**config.mk**
```make
export PLATFORM = sky130hd
export DESIGN_NAME = dwatch_unit
export DESIGN_NICKNAME = d
export VERILOG_FILES = /design/src/rtl/dwatch_pkg.sv /design/src/rtl/dwatch_cmp.sv /design/src/rtl/dwatch_evt.sv /design/src/rtl/dwatch_unit.sv
export SDC_FILE = /design/constraint.sdc
export NUM_CORES = 1
export LEC_CHECK = 0
export ABC_CLOCK_PERIOD_IN_PS = 1800
export BUFFER_PORTS_ARGS = -buffer_cell sky130_fd_sc_hd__buf_2
export CORE_MARGIN = 5
export CORE_UTILIZATION = 35
export CTS_BUF_LIST = sky130_fd_sc_hd__clkbuf_8
export DETAILED_ROUTE_END_ITERATION = 8
export HOLD_SLACK_MARGIN = 0.05
export PLACE_DENSITY = 0.62
export SLEW_MARGIN = 5
export SYNTH_ARGS = -nofsm -noshare
export SYNTH_HDL_FRONTEND = slang
export SYNTH_HIERARCHICAL = 1
export SYNTH_SLANG_ARGS = --single-unit
```
**constraint.sdc**
```tcl
create_clock -name clk -period 1.8 [get_ports clk]
set_clock_uncertainty 0.05 [all_clocks]
set_input_delay 0.18 -clock clk [delete_from_list [all_inputs] [get_ports clk]]
set_output_delay 0.18 -clock clk [all_outputs]
set_load 0.005 [all_outputs]
```
**src/rtl/dwatch_pkg.sv**
```systemverilog
package dwatch_pkg;

  localparam int ADDR_W   = 32;
  localparam int DATA_W   = 32;
  localparam int MASK_W   = 4;
  localparam int CNT_W    = 4;
  localparam int FLAG_BIT = 24;

  // function bits that are kept in storage; bit 9 and bit 24 excluded
  localparam logic [DATA_W-1:0] FN_KEEP = 32'h000F_FDAF;

  typedef enum logic [3:0] {
    FN_OFF = 4'b0000,
    FN_RD  = 4'b0101,
    FN_WR  = 4'b0110,
    FN_RW  = 4'b0111
  } fn_code_e;

  // address compare after clearing the ignored low bits
  function automatic logic addr_hit(input logic [ADDR_W-1:0] a,
                                    input logic [ADDR_W-1:0] c,
                                    input logic [MASK_W-1:0] ign);
    return (a & ({ADDR_W{1'b1}} << ign)) == c;
  endfunction

  // access kind accepted by a function code
  function automatic logic kind_ok(input logic [3:0] fn, input logic is_wr);
    case (fn)
      FN_RD:   return !is_wr;
      FN_WR:   return is_wr;
      FN_RW:   return 1'b1;
      default: return 1'b0;
    endcase
  endfunction

endpackage

```
**src/rtl/dwatch_cmp.sv**
```systemverilog
module dwatch_cmp
  import dwatch_pkg::*;
(
  input  logic              clk,
  input  logic              rst_n,
  input  logic              ld_comp,
  input  logic              ld_mask,
  input  logic              ld_fn,
  input  logic              rd_fn,
  input  logic [DATA_W-1:0] wdata,
  input  logic              acc_valid,
  input  logic [ADDR_W-1:0] acc_addr,
  input  logic              acc_write,
  output logic [ADDR_W-1:0] comp_q,
  output logic [MASK_W-1:0] mask_q,
  output logic [DATA_W-1:0] fn_q,
  output logic              hit,
  output logic              matched
);

  always_ff @(posedge clk or negedge rst_n) begin
    if (!rst_n) begin
      comp_q <= '0;
      mask_q <= '0;
      fn_q   <= '0;
    end else begin
      if (ld_comp) comp_q <= wdata;
      if (ld_mask) mask_q <= wdata[MASK_W-1:0];
      if (ld_fn)   fn_q   <= wdata & FN_KEEP;
    end
  end

  assign hit = acc_valid && kind_ok(fn_q[3:0], acc_write)
               && addr_hit(acc_addr, comp_q, mask_q);

  // a hit wins over the read side-effect clear
  always_ff @(posedge clk or negedge rst_n) begin
    if (!rst_n)     matched <= 1'b0;
    else if (hit)   matched <= 1'b1;
    else if (rd_fn) matched <= 1'b0;
  end

endmodule

```
**src/rtl/dwatch_evt.sv**
```systemverilog
module dwatch_evt #(
  parameter int N = 4
) (
  input  logic         clk,
  input  logic         rst_n,
  input  logic [N-1:0] hit_vec,
  output logic         dbg_req
);

  always_ff @(posedge clk or negedge rst_n) begin
    if (!rst_n) dbg_req <= 1'b0;
    else        dbg_req <= |hit_vec;
  end

endmodule

```
**src/rtl/dwatch_unit.sv**
```systemverilog
module dwatch_unit
  import dwatch_pkg::*;
#(
  parameter  int NUM_CMP = 4,
  localparam int REG_AW  = $clog2(4 * (NUM_CMP + 1))
) (
  input  logic               clk,
  input  logic               rst_n,
  input  logic               acc_valid,
  input  logic [ADDR_W-1:0]  acc_addr,
  input  logic               acc_write,
  input  logic               cfg_sel,
  input  logic               cfg_wr,
  input  logic [REG_AW-1:0]  cfg_idx,
  input  logic [DATA_W-1:0]  cfg_wdata,
  output logic [DATA_W-1:0]  cfg_rdata,
  output logic               dbg_req,
  output logic [NUM_CMP-1:0] hit_flags
);

  localparam logic [CNT_W-1:0]  CNT_FIELD = CNT_W'(NUM_CMP);
  localparam logic [DATA_W-1:0] CTRL_WORD = {CNT_FIELD, {(DATA_W-CNT_W){1'b0}}};

  logic              cfg_wr_en;
  logic              cfg_rd_en;
  logic [NUM_CMP-1:0] hit_vec;
  logic [NUM_CMP-1:0] fn_rd;
  logic [ADDR_W-1:0] comp_arr [NUM_CMP];
  logic [MASK_W-1:0] mask_arr [NUM_CMP];
  logic [DATA_W-1:0] fn_arr   [NUM_CMP];

  assign cfg_wr_en = cfg_sel && cfg_wr;
  assign cfg_rd_en = cfg_sel && !cfg_wr;

  for (genvar gi = 0; gi < NUM_CMP; gi++) begin : g_cmp
    localparam int BASE = 4 * (gi + 1);
    logic ld_c, ld_m, ld_f;
    assign ld_c      = cfg_wr_en && (cfg_idx == REG_AW'(BASE));
    assign ld_m      = cfg_wr_en && (cfg_idx == REG_AW'(BASE + 1));
    assign ld_f      = cfg_wr_en && (cfg_idx == REG_AW'(BASE + 2));
    assign fn_rd[gi] = cfg_rd_en && (cfg_idx == REG_AW'(BASE + 2));

    dwatch_cmp u_cmp (
      .clk       (clk),
      .rst_n     (rst_n),
      .ld_comp   (ld_c),
      .ld_mask   (ld_m),
      .ld_fn     (ld_f),
      .rd_fn     (fn_rd[gi]),
      .wdata     (cfg_wdata),
      .acc_valid (acc_valid),
      .acc_addr  (acc_addr),
      .acc_write (acc_write),
      .comp_q    (comp_arr[gi]),
      .mask_q    (mask_arr[gi]),
      .fn_q      (fn_arr[gi]),
      .hit       (hit_vec[gi]),
      .matched   (hit_flags[gi])
    );
  end

  always_comb begin
    cfg_rdata = '0;
    if (cfg_idx == '0) cfg_rdata = CTRL_WORD;
    for (int i = 0; i < NUM_CMP; i++) begin
      if (cfg_idx == REG_AW'(4 * (i + 1)))
        cfg_rdata = comp_arr[i];
      if (cfg_idx == REG_AW'(4 * (i + 1) + 1))
        cfg_rdata = {{(DATA_W-MASK_W){1'b0}}, mask_arr[i]};
      if (cfg_idx == REG_AW'(4 * (i + 1) + 2))
        cfg_rdata = fn_arr[i] | (DATA_W'(hit_flags[i]) << FLAG_BIT);
    end
  end

  dwatch_evt #(.N(NUM_CMP)) u_evt (
    .clk     (clk),
    .rst_n   (rst_n),
    .hit_vec (hit_vec),
    .dbg_req (dbg_req)
  );

endmodule

```
# After elaboration in Yosys (flattened, before gate mapping)
# Index checks and enable logic that the tools add are counted.
# Widths: inputs -> output; s select.
[classes] n_eq_ne=28 n_reduce_logical=34 bitwise_logic=8 n_shift=4 mux=25
[op_table] operator="$mux 32" n=12
[op_table] operator="$and 32x32->32" n=4
[op_table] operator="$eq 32x32->1" n=4
[op_table] operator="$shl 32x4->32 const A" n=4
[op_table] operator="$or 20x25->25" n=4
[op_table] operator="$eq 4x3->1 const B" n=12
[op_table] operator="$mux 31" n=1
[op_table] operator="$eq 5x4->1 const B" n=6
[op_table] operator="$logic_and 1x1->1" n=26
[op_table] operator="$eq 5x3->1 const B" n=3
[op_table] operator="$eq 5x5->1 const B" n=3
[op_table] operator="$pmux 1 s3" n=4
[op_table] operator="$mux 1" n=8
[op_table] operator="$reduce_bool 2->1" n=4
[op_table] operator="$logic_not 5->1" n=1
[op_table] operator="$reduce_or 4->1" n=1
[op_table] operator="$logic_not 1->1" n=2
[word_totals] word_cells=116 ff_bits=217 out_inout_bits=37 input_bits=75

# Depth between registers and ports, before layout
[logic_depth] ltp_word=14 mapped_depth=9 mapped_depth_nobuf=6

# Hierarchy
# Netlist, hierarchy kept.
[modules_own_cells] module="dwatch_cmp" seq_area_each_um2=1351.3 n_inst=4 cells_each=226 area_per_inst_um2=2741.4
[modules_own_cells] module="dwatch_unit" seq_area_each_um2=0.0 n_inst=1 cells_each=414 area_per_inst_um2=2633.8
[modules_own_cells] module="dwatch_evt" seq_area_each_um2=25.0 n_inst=1 cells_each=2 area_per_inst_um2=32.5

# Least setup slack after synthesis
# No wires, ideal clock.
[synth_timing] path_kind="in2reg" from="in cfg_idx[3]" to="reg g_cmp[3].u_cmp.comp_q[0]" path_slack_ps=-514 setup_ps=125 t_arrival_ps=2140 stages=8 n_path_buf=5 t_required_ps=1625 path_cell_list="buf_2 -> or3b_1 -> clkbuf_1 -> buf_2 -> nor4_1 -> buf_2 -> buf_1 -> mux2_2"
[synth_via] elab_chain_len=2
[synth_lines] element="start, declared" line="dwatch_unit.sv:14" source="input logic [REG_AW-1:0] cfg_idx,"
[synth_lines] element="$eq 5x5->1" line="dwatch_unit.sv:38" source="assign ld_c = cfg_wr_en && (cfg_idx == REG_AW'(BASE));"
[synth_lines] element="$logic_and 1x1->1" line="dwatch_unit.sv:38"
[synth_lines] element="via g_cmp[3].ld_c" line="dwatch_unit.sv:37" source="logic ld_c, ld_m, ld_f;"
[synth_lines] element="end signal, assigned" line="dwatch_cmp.sv:27" source="if (ld_comp) comp_q <= wdata;"
[synth_lines] element="end, declared" line="dwatch_cmp.sv:14" source="output logic [ADDR_W-1:0] comp_q,"
# The timed path passes the listed nets, and every way through them passes these cells.
# A chain may end at the register's enable or synchronous reset.

# Final worst setup path
[layout_timing] from="reg g_cmp[1].u_cmp.mask_q[3]" to="out cfg_rdata[3]"
[layout_via] elab_chain_len=8
[layout_lines] element="start, declared" line="dwatch_cmp.sv:15" source="output logic [MASK_W-1:0] mask_q,"
[layout_lines] element="start signal, assigned" line="dwatch_cmp.sv:28" source="if (ld_mask) mask_q <= wdata[MASK_W-1:0];"
[layout_lines] element="$mux 32" line="dwatch_unit.sv:68" source="if (cfg_idx == REG_AW'(4 * (i + 1) + 1))"
[layout_lines] element="$mux 32" line="dwatch_unit.sv:70" source="if (cfg_idx == REG_AW'(4 * (i + 1) + 2))"
[layout_lines] element="$mux 32" line="dwatch_unit.sv:66" source="if (cfg_idx == REG_AW'(4 * (i + 1)))"
[layout_lines] element="$mux 32" line="dwatch_unit.sv:68"
[layout_lines] element="$mux 32" line="dwatch_unit.sv:70"
[layout_lines] element="$mux 32" line="dwatch_unit.sv:66"
[layout_lines] element="$mux 32" line="dwatch_unit.sv:68"
[layout_lines] element="$mux 32" line="dwatch_unit.sv:70"
[layout_lines] element="end, declared" line="dwatch_unit.sv:16" source="output logic [DATA_W-1:0] cfg_rdata,"
# No other way between the ends.

==> impl_metrics.toml <==
[power]
powerDensity_nw_per_um2 = 808.8
power.leakage_nw = 8.858
total_power_mw = 15.40
ir_worst_vdd_v = 0.0004362

[global_routing]
grt.total_usage_pct = 23.66
grt_max_degree = 54
grt_pass1_vias = 12820
antenna_found_initial = 2
grt-ovfl-total = 0
grt_pass1_wl_um = 79930

[detailed_routing]
wl_per_cell_um = 23.02
viasPerCell = 5.437
vias = 12450
dr.first_iter.drc_count = 875
drt_wl_total_um = 52700
firstDrtPassIters = 6
drtAntennaViolNets = 0
drcViolationCount = 0

[synth]
ys_seq_elements = 217
yosysSeqAreaShare_pct = 39.83
synth_cell_type_count = 67
synth_ff_type = "dfrtp_1"
yosysWarnings = 6
synth_area_per_cell_um2 = 10.33
postSynthCellCount = 1320
netlist_area_um2 = 13630
async_flop_share_pct = 100.0
synth-edff-count = 0

[run_status]
outcome = "finished, violations left"
violations = "negative setup slack"

[final_layout]
diodes = 0
areaGrowthSynthToFinish_pct = 39.72
fin_nets = 1815
design_area_um2 = 19050
final_common_cell = "buf_4"
most-common-layout-cells = "buf_4 (257), dfrtp_1 (206), mux2_2 (169)"
drive_above_1_share_pct = 46.08

[sta]
worst_slew_pin_slew_ps = 535.0
rsz0062_at_grt = "true"
fin_ws_ps = -502.5
fin_crit_sh_pct = 127.9
setup_viol = 37
slew_headroom_pct = 64.33
maxSlewViolCount = 0
clock.fmax_mhz = 434.3
period_minus_slack_ps = 2303
hold_viol = 0

[setup_path]
rrSetupSlack_ps = -270
worst_setup_path_start_kind = "flip-flop"
crit_path_end_kind = "output port"
cp_max_fo = 2
slowest_stage = "dfrtp_1"
critPathTopFamily = "compound AO/OA/AOI/OAI gates"
critPathBufInv = 2
cp.required_ps = 1570
crit_chain = "buf_6, mux2_4, a32o_1, a221oi_2, o221ai_2, buf_2"
critical_path_class = "reg2out"
critPathArrivalTime_ps = 2070
max_stage_delay_ps = 390

[job]
maxCapViolCount = 0

[cts]
root_buffer = "clkbuf_8"
numClockSinks = 217
cts_tree = "built"
clk_path_buf_depth = 3
insertion_delay_ps = 560
path_clk_slew_ps = 60
cts_made_buffers = 41
htreeDepth = 2

[placed_design]
placed_cell_area_um2 = 16930
hpwl_um = 38410
place.gp.congestion = 0.9485
port_buffers = 111
dpl_worst_slack_ps = -537.5

[die]
die_area_um2 = 42990
start_util_pct = 35.36
fp.dieH_um = 207.4
design.core.area_um2 = 38560
ios = 112
die_w_um = 207.4
rows = 72

[min_path]
holdCritPathClass = "in2async"
## final cells by class
class / instances / area [um^2]
clock buffer: 50 / 688.2
clock inverter: 24 / 111.4
fill: 3577 / 19510
inverter: 23 / 90.09
multi-input combinational: 988 / 8098
sequential: 217 / 5444
tap: 518 / 648.1
timing repair buffer: 469 / 3966
## worst reg2reg max path: stages, from the launching register on
cell,delay [ps]
dfrtp_1,430
buf_12,140
nand4_1,140
and3b_1,210
nor4b_2,250
nand4_1,260
buf_4,230
o31ai_4,240
## Yosys cell counts, drive strengths merged, types with 5 or more instances
cell type | instances | share of area (%)
dfrtp | 217 | 40
mux2 | 193 | 16
buf | 129 | 6.2
o21ai | 85 | 3.2
a21oi | 80 | 2.9
xor2 | 76 | 4.9
nor2 | 73 | 2.1
nand2 | 43 | 1.2
mux2i | 36 | 2.6
a21o | 33 | 1.8
a222oi | 27 | 2.0
o2bb2ai | 26 | 1.7
nand3 | 25 | 0.92
inv | 23 | 0.63
xnor2 | 20 | 1.3
clkbuf | 19 | 0.52
nand2b | 18 | 1.0
nor4 | 17 | 0.78
nor3 | 16 | 0.66
a31oi | 15 | 0.69
nand3b | 13 | 0.72
nand4 | 13 | 0.60
a21boi | 12 | 0.66
and4 | 12 | 0.77
nor2b | 9 | 0.41
o211ai | 9 | 0.50
nor4b | 8 | 0.88
o2111ai | 8 | 0.51
o22ai | 6 | 0.28
a211oi | 5 | 0.28
and3b | 5 | 0.32
## metal layers
metal / GRT usage [%] / share of wire (%) / up-vias
met3: 4.715 / 6.9 / 116
li1: - / - / 5619
met4: 7.022 / 3.3 / 4
met2: 38.73 / 47 / 482
met5: 0 / 0.053 / -
met1: 31.92 / 43 / 6225
## state kept, by name, indices dropped and copies added, names as in the netlist
signal	flops
u_evt/dbg_req	1
g_cmp.u_cmp/mask_q	16
g_cmp.u_cmp/comp_q	128
g_cmp.u_cmp/matched	4
g_cmp.u_cmp/fn_q	68
## path summary, 6_finish.rpt
check,start,end,cells past startpoint
worst min register to register,g_cmp[3].u_cmp/fn_q[12],g_cmp[3].u_cmp/fn_q[12],1
max in group asynchronous,rst_n,g_cmp[0].u_cmp/comp_q[26],3
min in group clk,acc_valid,g_cmp[3].u_cmp/matched,5
worst min-delay path,rst_n,g_cmp[2].u_cmp/comp_q[10],2
worst max-delay path,g_cmp[1].u_cmp/mask_q[3],cfg_rdata[3],6
worst max register to register,g_cmp[0].u_cmp/mask_q[2],g_cmp[0].u_cmp/matched,7
## what timing repair did
action                     CTS  global route
setup endpoints to repair   37            37
gates resized for setup    109            41
hold buffers                30             0
pin swaps                   70            41
hold endpoints to repair   389             0
buffers inserted            40            14
## metrics by stage
step / hold slack, ps / std cells / util [%] / setup TNS [ps]
after floorplan: -165.6 / 1376 / - / -2010
after global placement: 109.4 / 2131 / 43.90 / -47020
after detailed placement: 115.8 / 2131 / 43.90 / -49690
final: 145.8 / 2289 / 49.40 / -9831
after CTS: 89.60 / 2275 / 48.59 / -11260
after global routing: 156.1 / 2289 / 49.40 / -13300
## kinds of logic after synthesis
kind of cell | Yosys count | synth area share [%]
muxes | 229 | 18.59
buffers and inverters | 171 | 7.389
DFF | 217 | 39.83
and+or+nand+nor | 267 | 11.27
other | 4 | 0.1101
xor gates and xnor gates | 96 | 6.168
AOI/OAI and AO/OA | 336 | 16.64
## power by group
group          internal, mW  leakage (nW)  switching (mW)  total, mW
sequential             5.55          2.82           0.584       6.14
clock                  2.52         0.478            2.21       4.72
combinational          2.36          5.56            2.18       4.54
(Power assumes the default switching activity.)
